<file path="src/rtl/lfsr_stamp_pkg.sv">
// Package: shared mode encoding and default constants for the date-stamp LFSR.
// Assumes: users take defaults from here so that top and checker agree.
package lfsr_stamp_pkg;

    typedef enum logic {
        MODE_SELF_TEST = 1'b0,
        MODE_STAMP     = 1'b1
    } lfsr_mode_e;

    localparam int unsigned DEF_WIDTH        = 16;
    localparam logic [15:0] DEF_SEED         = 16'h2004;
    localparam logic [15:0] DEF_STAMP_TAPS   = 16'h05B6;
    localparam logic [15:0] DEF_SELFTST_TAPS = 16'hB400;
    localparam int unsigned DEF_STAMP_STEPS  = 50;

endpackage

</file>
<file path="src/rtl/lfsr_tap_select.sv">
// Module: picks the active tap word from the operating mode.
// Assumes: mode is stable in the cycle the taps are used; purely combinational.
module lfsr_tap_select
    import lfsr_stamp_pkg::*;
#(
    parameter int unsigned       WIDTH         = DEF_WIDTH,
    parameter logic [WIDTH-1:0]  SELFTST_TAPS  = DEF_SELFTST_TAPS,
    parameter logic [WIDTH-1:0]  STAMP_TAPS    = DEF_STAMP_TAPS
) (
    input  lfsr_mode_e        mode,
    output logic [WIDTH-1:0]  taps
);

    // Mode multiplexer between the maximal-length and constrained tap words.
    always_comb begin
        unique case (mode)
            MODE_STAMP:     taps = STAMP_TAPS;
            default:        taps = SELFTST_TAPS;
        endcase
    end

endmodule

</file>
<file path="src/rtl/lfsr_shift_reg.sv">
// Module: Fibonacci shift register, shifting toward the MSB, feedback into bit 0.
// Assumes: load beats zero recovery, which beats stepping; reset value is 1.
module lfsr_shift_reg #(
    parameter int unsigned WIDTH = 16
) (
    input  logic              clk,
    input  logic              rst_n,
    input  logic              load,
    input  logic [WIDTH-1:0]  seed,
    input  logic              advance,
    input  logic [WIDTH-1:0]  taps,
    input  logic              fix_zero,
    output logic [WIDTH-1:0]  q
);

    localparam logic [WIDTH-1:0] ONE = {{(WIDTH-1){1'b0}}, 1'b1};

    logic [WIDTH-1:0] tapped;
    logic             feedback;

    // Per-bit tap gating, one AND per register bit.
    for (genvar i = 0; i < WIDTH; i++) begin : g_tap
        assign tapped[i] = q[i] & taps[i];
    end

    // Parity of the tapped bits forms the incoming bit.
    assign feedback = ^tapped;

    // State update: reset, seed load, lock-up escape, or one shift step.
    always_ff @(posedge clk) begin
        if (!rst_n)
            q <= ONE;
        else if (load)
            q <= seed;
        else if (fix_zero && (q == '0))
            q <= ONE;
        else if (advance)
            q <= {q[WIDTH-2:0], feedback};
    end

endmodule

</file>
<file path="src/rtl/lfsr_step_tracker.sv">
// Module: counts stamp-mode steps since the last load and flags completion.
// Assumes: count_step is only raised for steps the register actually takes.
module lfsr_step_tracker #(
    parameter int unsigned STEPS = 50
) (
    input  logic clk,
    input  logic rst_n,
    input  logic clear,
    input  logic count_step,
    output logic finished,
    output logic done_pulse
);

    localparam int unsigned CNT_W = $clog2(STEPS + 1);
    localparam logic [CNT_W-1:0] LAST = CNT_W'(STEPS);
    localparam logic [CNT_W-1:0] PENULT = CNT_W'(STEPS - 1);

    logic [CNT_W-1:0] cnt;

    // Saturates at the run length; the register holds once it gets there.
    assign finished = (cnt == LAST);

    // Step counter with a one-cycle completion pulse.
    always_ff @(posedge clk) begin
        if (!rst_n) begin
            cnt        <= '0;
            done_pulse <= 1'b0;
        end else begin
            done_pulse <= 1'b0;
            if (clear) begin
                cnt <= '0;
            end else if (count_step && !finished) begin
                cnt <= cnt + 1'b1;
                if (cnt == PENULT)
                    done_pulse <= 1'b1;
            end
        end
    end

endmodule

</file>
<file path="src/rtl/datestamp_lfsr.sv">
// Module: dual-mode LFSR; maximal-length self-test patterns or a seeded
// fixed-length run that ends on a BCD year.
// Assumes: mode_stamp is raised together with load_seed for a stamp read.
module datestamp_lfsr
    import lfsr_stamp_pkg::*;
#(
    parameter int unsigned       WIDTH        = DEF_WIDTH,
    parameter logic [WIDTH-1:0]  SEED         = DEF_SEED,
    parameter logic [WIDTH-1:0]  STAMP_TAPS   = DEF_STAMP_TAPS,
    parameter logic [WIDTH-1:0]  SELFTST_TAPS = DEF_SELFTST_TAPS,
    parameter int unsigned       STAMP_STEPS  = DEF_STAMP_STEPS
) (
    input  logic              clk,
    input  logic              rst_n,
    input  logic              mode_stamp,
    input  logic              load_seed,
    input  logic              step_en,
    output logic [WIDTH-1:0]  value,
    output logic              done
);

    lfsr_mode_e       mode;
    logic [WIDTH-1:0] taps;
    logic             stamp_hold;
    logic             advance;

    // Decode the mode pin into the shared enum.
    assign mode = mode_stamp ? MODE_STAMP : MODE_SELF_TEST;

    // Stepping stops in stamp mode once the run length is reached.
    assign advance = step_en && !((mode == MODE_STAMP) && stamp_hold);

    lfsr_tap_select #(
        .WIDTH        (WIDTH),
        .SELFTST_TAPS (SELFTST_TAPS),
        .STAMP_TAPS   (STAMP_TAPS)
    ) tap_sel_i (
        .mode (mode),
        .taps (taps)
    );

    lfsr_shift_reg #(
        .WIDTH (WIDTH)
    ) shreg_i (
        .clk      (clk),
        .rst_n    (rst_n),
        .load     (load_seed),
        .seed     (SEED),
        .advance  (advance),
        .taps     (taps),
        .fix_zero (mode == MODE_SELF_TEST),
        .q        (value)
    );

    lfsr_step_tracker #(
        .STEPS (STAMP_STEPS)
    ) tracker_i (
        .clk        (clk),
        .rst_n      (rst_n),
        .clear      (load_seed),
        .count_step (step_en && (mode == MODE_STAMP)),
        .finished   (stamp_hold),
        .done_pulse (done)
    );

endmodule

</file>
<file path="config.mk">
export PLATFORM = sky130hd
export DESIGN_NAME = datestamp_lfsr
export DESIGN_NICKNAME = d
export VERILOG_FILES = /design/src/rtl/lfsr_stamp_pkg.sv /design/src/rtl/lfsr_tap_select.sv /design/src/rtl/lfsr_shift_reg.sv /design/src/rtl/lfsr_step_tracker.sv /design/src/rtl/datestamp_lfsr.sv
export SDC_FILE = /design/constraint.sdc
export NUM_CORES = 1
export LEC_CHECK = 0
export BUFFER_PORTS_ARGS = -buffer_cell sky130_fd_sc_hd__buf_2
export CAP_MARGIN = 15
export CORE_ASPECT_RATIO = 2
export CORE_UTILIZATION = 42
export CTS_BUF_LIST = sky130_fd_sc_hd__clkbuf_16
export DETAILED_ROUTE_END_ITERATION = 6
export MAX_ROUTING_LAYER = met4
export PLACE_DENSITY_LB_ADDON = 0.12
export SLEW_MARGIN = 10
export SYNTH_ARGS = -nofsm -noshare
export SYNTH_HDL_FRONTEND = slang
export SYNTH_HIERARCHICAL = 1
export SYNTH_SLANG_ARGS = --single-unit
export TNS_END_PERCENT = 1
</file>
<file path="constraint.sdc">
create_clock -name clk -period 2.53 [get_ports clk]
set_input_delay 0.3795 -clock clk [delete_from_list [all_inputs] [get_ports clk]]
set_output_delay 0.3795 -clock clk [all_outputs]
set_load 0.1 [all_outputs]
</file>
==> out/results.txt <==
clock root buffer = clkbuf_16
worst-path cell chain = nor4_1 > nand4_1 > nor4_2 > or2_1 > buf_4 > a21oi_2 > a21oi_2 > nor2_1
Slew Limit Headroom = 62.2%
Clock Path Buffers = 2
grt ovf = 0
top cell type's share of synthesized area = 27.4%
GPL Wtd Cong = 0.758
gr usage total = 19.9%
I/O pins = 22
Final min period = 1.97 ns
CTS-repair resized insts = 0
most frequent cell after synthesis = dfxtp_1
Inst Count DP = 277
Post-CTS Setup Inserts = 0
Pwr Density = 609 nW/um^2
Worst Setup SP = shreg_i/q[0]
fin crit share = 77.9%
critical path's largest stage delay = 0.36 ns
DRT iter0 DRCs = 19
Worst EP required = 2.68 ns
Layout Nets = 239
Die ar. = 4270 sq um
largest net degree at the start of global routing = 20
CP endpoint kind = register
setup_tns = 0 ns
CP top delay family = simple AND/OR/NAND/NOR gates
RSZ-0062 raised after global routing = false
Critical path buffers and inverters = 1
initial antenna violation count = 0
clock skew = 0.00281 ns
Mapped Cells = 207
CTS tree = done
per-cell routed wire length = 13.1 microns
Max Fclk = 508 MHz
DP HPWL = 2780 microns
Detail Route Antenna Nets = 0
Avg Cell Area, Syn = 8.11 sq um
slowest stage cell, crit path = nor4_1
DRT Pass-1 Iters = 4
count of hold-fix buffers inserted at cts = 0
crit-path max FO = 8
ys async rst share = 0%
clk sinks = 23
Ant. Diodes = 0
Via density = 4.64
Leak = 0.764 nW
Netlist cell types = 43
Least-Margin Pin Slew = 0.567 ns
total of max-cap violations = 0
Initial Util = 43.7%
HP Start = rst_n
minimum hold slack = 0.484 ns
worst r2r src = shreg_i/q[0]
mapped cell area = 1680 sq um
post-synth top area cell = dfxtp_1
CP startpoint kind = register
list of most frequent post-synthesis cells = 23 x dfxtp_1, 20 x a21oi_2, 19 x buf_4
CTS buffer count = 3
Seq/Total Area, Yosys = 27.4%
FILL cells = 438
worst setup margin = 0.560 ns
htree depth = 1
final number of setup-violating endpoints = 0
Post-synth EDFFs = 0
cell row count = 32
HP Class = input pin to register
Area after DPL = 1750 sq um
dpl ws = 0.481 ns
design area = 1830 sq um
port buffer count = 21
WS Path Type = register to register
vias = 1304
critical path arrival = 2.12 ns
Clock transition at path regs = 0.06 ns
Residual DRC = 0
first-pass GRT wire length = 6090 microns
synthesis-to-finish area growth = 9.17%
fin cells = 281
vias in the first global route = 1329
Skew-Pair Late Insertion Delay = 0.26 ns
width of the die = 46.7 microns
max-slew violations = 0
Crit path top cell by count = a21oi_2
Yosys warnings = 6
layout cells sized above 1 = 26.1%
Post-synth top flop = dfxtp_1
status = finished, final reports clean
core box area = 3840 sq um
total detailed-routing wirelength = 3680 microns
Synth Register Bits = 23
die span in y = 91.4 microns
final hold vios = 0
Worst VDD drop = 0.000378 V
Area contributors post-synth = dfxtp_1 27%, a21oi_2 10%, buf_4 8.5%
[power by group]
group | total, W | leakage, nW | internal, W | switching, W
Combinational | 0.000353 | 0.534 | 0.0000966 | 0.000256
Clock | 0.000348 | 0.0409 | 0.000213 | 0.000136
Sequential | 0.000414 | 0.189 | 0.000384 | 0.0000303
Total | 0.00112 | 0.764 | 0.000693 | 0.000422
[metrics by stage]
step                power (W)  utilization, %
floorplan            0.000740               -
global placement     0.000775            45.6
detailed placement   0.000776            45.6
CTS                   0.00113            47.7
global route          0.00117            47.7
finish                0.00112            47.7
[layout make-up]
type	instances	area, sq um	area share [%]
clock buffer	3	75.1	4.10
clock inverter	1	5.00	0.273
inverter	18	67.6	3.69
multi-input combinational	160	1020	55.9
sequential	23	460	25.1
tap	51	63.8	3.48
timing repair buffer	25	135	7.38
[metal layers]
metal / global-route usage (%) / part of all wire [%]
met1: 21.8 / 40
met2: 35.2 / 57
met3: 1.99 / 2.2
met4: 6.43 / 0.98
met5: - / 0
[cells by family after synthesis]
group / share of synthesized area [%]
mux: 0.597
flops: 27.4
compound gates: 21.7
xor+xnor: 10.2
other cells: 0.895
simple gates: 21.2
fa+ha+maj: 2.24
buf+inv: 15.7
[path summary, 6_finish.rpt]
| kind | to | slack (ns) | cells past startpoint |
|---|---|---|---|
| max | shreg_i/q[15] | 0.56 | 8 |
| min | shreg_i/q[0] | 0.48 | 2 |
| max reg2reg | shreg_i/q[15] | 0.56 | 8 |
| min reg2reg | tracker_i/cnt[5] | 0.51 | 2 |
[sequential cells by signal, summed over array words and instances, names as in the netlist]
| signal | cells |
|---|---|
| shreg_i/q | 16 |
| tracker_i/done_pulse | 1 |
| tracker_i/cnt | 6 |
[cell usage in the layout (no fill, tap or decap), types with 2 or more instances in the layout]
master,Yosys,final
a21oi_2,20,20
xnor2_1,9,9
conb_1,4,23
inv_1,18,18
nor2b_1,3,3
nand2_1,18,18
or3_1,3,3
buf_2,0,21
o21ai_0,6,6
nand3_1,2,2
nand2_2,2,2
xor2_1,5,5
ha_1,3,3
buf_4,19,4
o21ai_1,11,11
nor2_1,18,18
nand4_1,4,4
clkbuf_16,0,3
dfxtp_1,23,23
xnor2_2,3,3
a21oi_1,9,9
nor4_1,2,2
[worst register-to-register path: cells and delay by family, from the launching register on]
family | cells | cell delay, ns
AND/OR/NAND/NOR | 5 | 1.09
flip-flops | 1 | 0.35
buffers and inverters | 1 | 0.27
AO/OA/AOI/OAI | 2 | 0.16
(Power assumes the default switching activity.)
